<file path="src/rtl/omega_pkg.sv">
package omega_pkg;

  // Perfect-shuffle target of line i in an lg-bit index space.
  function automatic int shuffle_to(input int i, input int lg);
    return ((i << 1) | (i >> (lg - 1))) & ((1 << lg) - 1);
  endfunction

endpackage

</file>
<file path="src/rtl/omega_switch.sv">
module omega_switch #(
  parameter int LG  = 3,
  parameter int DW  = 16,
  parameter int SEL = 2
) (
  input  logic          a_vld,
  input  logic [LG-1:0] a_dst,
  input  logic [DW-1:0] a_dat,
  input  logic          b_vld,
  input  logic [LG-1:0] b_dst,
  input  logic [DW-1:0] b_dat,
  output logic          up_vld,
  output logic [LG-1:0] up_dst,
  output logic [DW-1:0] up_dat,
  output logic          lo_vld,
  output logic [LG-1:0] lo_dst,
  output logic [DW-1:0] lo_dat,
  output logic          clash,
  output logic [LG-1:0] clash_dst
);

  logic a_low, b_low;

  assign a_low = a_dst[SEL];
  assign b_low = b_dst[SEL];

  always_comb begin
    up_vld = 1'b0;
    up_dst = '0;
    up_dat = '0;
    lo_vld = 1'b0;
    lo_dst = '0;
    lo_dat = '0;
    // upper input has priority on each output
    if (a_vld && !a_low) begin
      up_vld = 1'b1;
      up_dst = a_dst;
      up_dat = a_dat;
    end else if (b_vld && !b_low) begin
      up_vld = 1'b1;
      up_dst = b_dst;
      up_dat = b_dat;
    end
    if (a_vld && a_low) begin
      lo_vld = 1'b1;
      lo_dst = a_dst;
      lo_dat = a_dat;
    end else if (b_vld && b_low) begin
      lo_vld = 1'b1;
      lo_dst = b_dst;
      lo_dat = b_dat;
    end
  end

  assign clash     = a_vld && b_vld && (a_low == b_low);
  assign clash_dst = b_dst;

endmodule

</file>
<file path="src/rtl/omega_stage.sv">
module omega_stage #(
  parameter int N   = 8,
  parameter int LG  = 3,
  parameter int DW  = 16,
  parameter int STG = 0
) (
  input  logic              clk,
  input  logic              rst_n,
  input  logic [N-1:0]      prv_vld,
  input  logic [N*LG-1:0]   prv_dst,
  input  logic [N*DW-1:0]   prv_dat,
  output logic [N-1:0]      nxt_vld,
  output logic [N*LG-1:0]   nxt_dst,
  output logic [N*DW-1:0]   nxt_dat,
  output logic [N/2-1:0]    drp_vld,
  output logic [N/2*LG-1:0] drp_dst
);

  localparam int H   = N / 2;
  localparam int SEL = LG - 1 - STG;

  logic [N-1:0]    sh_vld, sw_vld;
  logic [N*LG-1:0] sh_dst, sw_dst;
  logic [N*DW-1:0] sh_dat, sw_dat;
  logic [H-1:0]    cl_vld;
  logic [H*LG-1:0] cl_dst;

  // perfect-shuffle wiring ahead of the exchange cells
  for (genvar i = 0; i < N; i++) begin : g_shuf
    localparam int J = omega_pkg::shuffle_to(i, LG);
    assign sh_vld[J]           = prv_vld[i];
    assign sh_dst[J*LG +: LG]  = prv_dst[i*LG +: LG];
    assign sh_dat[J*DW +: DW]  = prv_dat[i*DW +: DW];
  end

  for (genvar x = 0; x < H; x++) begin : g_cell
    omega_switch #(.LG(LG), .DW(DW), .SEL(SEL)) cell_i (
      .a_vld     (sh_vld[2*x]),
      .a_dst     (sh_dst[(2*x)*LG +: LG]),
      .a_dat     (sh_dat[(2*x)*DW +: DW]),
      .b_vld     (sh_vld[2*x+1]),
      .b_dst     (sh_dst[(2*x+1)*LG +: LG]),
      .b_dat     (sh_dat[(2*x+1)*DW +: DW]),
      .up_vld    (sw_vld[2*x]),
      .up_dst    (sw_dst[(2*x)*LG +: LG]),
      .up_dat    (sw_dat[(2*x)*DW +: DW]),
      .lo_vld    (sw_vld[2*x+1]),
      .lo_dst    (sw_dst[(2*x+1)*LG +: LG]),
      .lo_dat    (sw_dat[(2*x+1)*DW +: DW]),
      .clash     (cl_vld[x]),
      .clash_dst (cl_dst[x*LG +: LG])
    );
  end

  // valid bits are reset, payload registers are not
  always_ff @(posedge clk) begin
    if (!rst_n) begin
      nxt_vld <= '0;
      drp_vld <= '0;
    end else begin
      nxt_vld <= sw_vld;
      drp_vld <= cl_vld;
    end
  end

  always_ff @(posedge clk) begin
    nxt_dst <= sw_dst;
    nxt_dat <= sw_dat;
    drp_dst <= cl_dst;
  end

endmodule

</file>
<file path="src/rtl/omega_net.sv">
module omega_net #(
  parameter int N  = 8,
  parameter int DW = 16,
  localparam int LG = $clog2(N)
) (
  input  logic                  clk,
  input  logic                  rst_n,
  input  logic [N-1:0]          in_valid,
  input  logic [N*LG-1:0]       in_dst,
  input  logic [N*DW-1:0]       in_data,
  output logic [N-1:0]          out_valid,
  output logic [N*LG-1:0]       out_dst,
  output logic [N*DW-1:0]       out_data,
  output logic [LG*N/2-1:0]     drop_valid,
  output logic [LG*N/2*LG-1:0]  drop_dst
);

  localparam int H = N / 2;

  logic [N-1:0]    ln_vld [LG+1];
  logic [N*LG-1:0] ln_dst [LG+1];
  logic [N*DW-1:0] ln_dat [LG+1];

  assign ln_vld[0] = in_valid;
  assign ln_dst[0] = in_dst;
  assign ln_dat[0] = in_data;

  for (genvar s = 0; s < LG; s++) begin : g_col
    omega_stage #(.N(N), .LG(LG), .DW(DW), .STG(s)) stage_i (
      .clk     (clk),
      .rst_n   (rst_n),
      .prv_vld (ln_vld[s]),
      .prv_dst (ln_dst[s]),
      .prv_dat (ln_dat[s]),
      .nxt_vld (ln_vld[s+1]),
      .nxt_dst (ln_dst[s+1]),
      .nxt_dat (ln_dat[s+1]),
      .drp_vld (drop_valid[s*H +: H]),
      .drp_dst (drop_dst[s*H*LG +: H*LG])
    );
  end

  assign out_valid = ln_vld[LG];
  assign out_dst   = ln_dst[LG];
  assign out_data  = ln_dat[LG];

endmodule

</file>
<file path="config.mk">
export PLATFORM = sky130hd
export DESIGN_NAME = omega_net
export DESIGN_NICKNAME = d
export VERILOG_FILES = /design/src/rtl/omega_pkg.sv /design/src/rtl/omega_switch.sv /design/src/rtl/omega_stage.sv /design/src/rtl/omega_net.sv
export SDC_FILE = /design/constraint.sdc
export NUM_CORES = 1
export LEC_CHECK = 0
export ABC_AREA = 1
export CORE_ASPECT_RATIO = 1.2
export CORE_UTILIZATION = 56
export CTS_CLUSTER_DIAMETER = 60
export DETAILED_ROUTE_END_ITERATION = 8
export GPL_ROUTABILITY_DRIVEN = 0
export PLACE_DENSITY = 0.88
export SYNTH_ARGS = -nofsm -noshare
export SYNTH_HDL_FRONTEND = slang
export SYNTH_HIERARCHICAL = 1
export SYNTH_SLANG_ARGS = --single-unit
</file>
<file path="constraint.sdc">
create_clock -name clk -period 2.4 [get_ports clk]
set_input_delay 0.48 -clock clk [delete_from_list [all_inputs] [get_ports clk]]
set_output_delay 0.48 -clock clk [all_outputs]
set_load 0.02 [all_outputs]
</file>
# --- After elaboration in Yosys (flattened, before gate mapping) ---
# Cells that the tools add are included.
word_totals:
  ff_bits: 528
  latch_bits: 0
  mem_bits_rw: 0
  mem_bits_ro: 0
  elab_cells: 267
  n_memories: 0
classes:
  add_sub_neg: 0
  multipliers: 0
  div_mod_pow: 0
  order_cmp: 0
  n_eq_ne: 12
  shifts: 0
  n_mux: 144
  bitwise: 0
  reduce_logical: 96
op_table:
  columns: ["op", "n"]
  rows:
  - ["2-to-1 mux 16 bit", 48]
  - ["2-to-1 mux 3 bit", 48]
  - ["logical AND 1 bit", 72]
  - ["2-to-1 mux 1 bit", 48]
  - ["zero test 1 bit", 24]
  - ["== test 1 bit", 12]

# --- Longest topological paths before layout ---
depth:
  word_depth: 4
  depth_mapped: 7
  mapped_depth_nobuf: 5

# --- Hierarchy ---
# The synthesis kept the hierarchy.
modules_own_cells:
  columns: ["mod", "n_inst", "cells_per_inst", "area_each_um2", "seq_area_each_um2"]
  rows:
  - ["omega_stage", 3, 201, 3624.7, 3523.4]
  - ["omega_switch", 12, 137, 688.2, 0.0]

# --- Least setup slack after synthesis ---
# Ideal clock, no wire load.
synth_timing:
  kind: "input -> register"
  from: "input port in_dst[2]"
  to: "register g_col[0].stage_i.nxt_vld[0]"
  arrival_time_ps: 1047
  setup_slack_ps: 1244
  stages: 7
  path_buffers: 2
  path_cell_list: "inv_1 > nand2_2 > buf_4 > buf_6 > o21ai_0 > nand2_1 > inv_1"
synth_via:
  elab_chain_len: 3
synth_lines:
  columns: ["item", "line", "rtl"]
  rows:
  - ["start, declared", "omega_net.sv:9", "input logic [N*LG-1:0] in_dst,"]
  - ["zero test 1 bit", "omega_switch.sv:35", "if (a_vld && !a_low) begin"]
  - ["logical AND 1 bit", "omega_switch.sv:35", null]
  - ["2-to-1 mux 1 bit", "omega_switch.sv:35", null]
  - ["via g_col[0].stage_i.sw_vld[0]", "omega_stage.sv:22", "logic [N-1:0] sh_vld, sw_vld;"]
  - ["end signal, assigned", "omega_stage.sv:61", "nxt_vld <= sw_vld;"]
  - ["end, declared", "omega_stage.sv:12", "output logic [N-1:0] nxt_vld,"]
# The timed path passes the listed nets, and every way through them passes these cells.
# A chain may end at the register's enable or synchronous reset.

# --- Final worst setup path ---
layout_timing:
  from: "register g_col[1].stage_i.drp_dst[8]"
  to: "output port drop_dst[20]"
layout_lines:
  columns: ["item", "line", "rtl"]
  rows:
  - ["start, declared", "omega_stage.sv:16", "output logic [N/2*LG-1:0] drp_dst"]
  - ["start signal, assigned", "omega_stage.sv:69", "drp_dst <= cl_dst;"]
  - ["end, declared", "omega_net.sv:15", "output logic [LG*N/2*LG-1:0] drop_dst"]
# No word-level cell between the ends.

==> reports/results.ini <==
[synth]
synth.net_count=2409
synth_area_per_cell_sq_um=8.51
syn_area_sq_um=19100
syn_inst=2247
synth_cell_types=16
ys_seq_elements=528
synth_warnings=6
seq_area_frac_synth_pct=55.2

[clock_tree]
clkSinkCount=528
cts_root_buf=clkbuf_16
clock_latency_ns=0.58
cts_hold_repair.buffers=0
numCtsBuffers=49
tritoncts=done
post_cts_buffers=0
clk_pin_slew_ns=0.06
ctsLongestPathBuffers=3
cts_resized=0
htreeDepth=2

[worst_setup_path]
required_ns=1.92
path_buf_inv=1
cp_cell_sequence=clkdlybuf4s50_1
worst_path_dominant_cell_family=buffers and inverters
rr_startpoint=g_col[0].stage_i/nxt_vld[2]
crit_slowest_cell=clkdlybuf4s50_1
worst-setup-path-type=flop to primary output
critical_path.startpoint=g_col[1].stage_i/drp_dst[8]
cp_max_fo=1
crit_arrival_ns=1.69
crit_path_max_incr_delay_ns=0.66
startpoint_type=flop
cp-end-kind=primary output

[drt]
vias=16900
drtAntennaViolNets=0
dr.pass1.iters=8
drtIter0Drc=1952
drt-wirelength-per-cell_microns=20.2
drc=0
viasPerCell=5.58
drt_wl_total_mm=61.2

[finish]
nets=2696
mostFrequentLayoutCells=nand2_1, dfxtp_1, clkdlybuf4s50_1
syn_to_final_growth_pct=25.0
drive_gt1_share_pct=11.2
final_common_cell=nand2_1

[die]
die_h_microns=204
core-area_sq_um=33300
design.die.area_sq_um=34900
pin_count=370
rows=73
die_w_microns=171
initial_utilization_pct=57.4

[worst_hold_path]
holdCritPathClass=flop to flop
holdCritStartpoint=g_col[0].stage_i/nxt_dst[17]

[sta]
rsz0062_at_grt=no
slew_headroom_pct=46.2
fmax_mhz=460
fin_tns_setup_ns=0
fin_crit_ns=2.17
fin_crit_sh_pct=90.6
hold_viol_final=0
setup_violations=0
final_max_slew_viol_count=0
hold_slack_ns=0.380
worst_pin_slew_ns=0.806
fin_worst_skew_ns=0.0188

[global_route]
antenna_found_initial=10
grt.total_usage_pct=34.9
grt_pass1_wl_mm=91.5
grt-ovfl-total=0
grt_pass1_vias=16300
grt_max_degree=37

[place]
port_buffers=369
hpwl_mm=44.8

[power]
p_leak_nw=11.2
ir_drop_uv=471
p_per_area_nw_per_um2=791

[status]
status=complete, no violations

[flow_run]
maxCapViolCount=0

-- cell families (layout without fill, tap and decap cells) --
group | Yosys count | count (layout) | synth area share, %
AO/OA/AOI/OAI | 36 | 36 | 0.942
AND/OR/NAND/NOR | 1416 | 1416 | 34.5
flip-flops | 528 | 528 | 55.2
other | 12 | 17 | 0.235
buffers and inverters | 255 | 579 | 9.04
-- per-layer routing --
| layer | share of wire, % | GRT usage (%) | vias to the layer above |
|---|---|---|---|
| li1 | - | - | 7594 |
| met1 | 34 | 40.5 | 7722 |
| met2 | 46 | 57.3 | 1270 |
| met3 | 12 | 9.12 | 299 |
| met4 | 6.6 | 21.7 | 8 |
| met5 | 0.082 | 0 | - |
-- cells in the mapped netlist --
| cell | count | area share (%) |
|---|---|---|
| buf_12 | 12 | 1.3 |
| buf_2 | 24 | 0.63 |
| buf_4 | 84 | 3.3 |
| buf_6 | 27 | 1.6 |
| conb_1 | 12 | 0.24 |
| dfxtp_1 | 528 | 55 |
| inv_1 | 72 | 1.4 |
| inv_2 | 24 | 0.47 |
| inv_4 | 12 | 0.39 |
| nand2_1 | 936 | 18 |
| nand2_2 | 24 | 0.78 |
| nand3_1 | 312 | 8.2 |
| nand3_2 | 120 | 6.3 |
| nor2_1 | 12 | 0.24 |
| nor2_4 | 12 | 0.71 |
| o21ai_0 | 36 | 0.94 |
-- power by group --
part / switching, mW / internal, mW / total (mW)
clock: 3.35 / 4.79 / 8.14
combinational: 0.824 / 0.532 / 1.36
sequential: 0.310 / 9.11 / 9.42
-- worst paths after layout --
path	endpoint	slack, ns	depth (start not counted)
setup / recovery	drop_dst[20]	0.23	1
hold / removal	g_col[1].stage_i/drp_dst[5]	0.38	0
setup reg to reg	g_col[1].stage_i/nxt_dat[85]	0.71	4
hold reg to reg	g_col[1].stage_i/drp_dst[5]	0.38	0
-- registers in the layout (all words and copies together), names as in the netlist --
name	count
g_col.stage_i/drp_dst	36
g_col.stage_i/nxt_vld	24
g_col.stage_i/drp_vld	12
g_col.stage_i/nxt_dst	72
g_col.stage_i/nxt_dat	384
-- final cells by class --
cell class,count,area (sq um)
multi-input combinational,1464,6830
timing repair buffer,383,3800
clock buffer,68,1460
inverter,108,435
clock inverter,20,250
sequential,528,10600
antenna,5,12.5
fill,2332,9420
tap,450,563
-- through the flow --
stage	worst slack [ns]	utilization (%)	power, mW	std cells	cell area [sq um]
2_1_floorplan	1.24	-	10.3	2247	19100
3_3_place_gp	0.562	66.6	10.9	2933	22200
3_5_place_dp	0.522	66.6	10.9	2933	22200
4_1_cts	0.317	71.7	18.9	3021	23900
5_1_grt	0.202	71.7	19.4	3023	23900
6_report	0.227	71.8	18.9	3026	23900
Note: power is estimated with default switching activity, not from simulation.
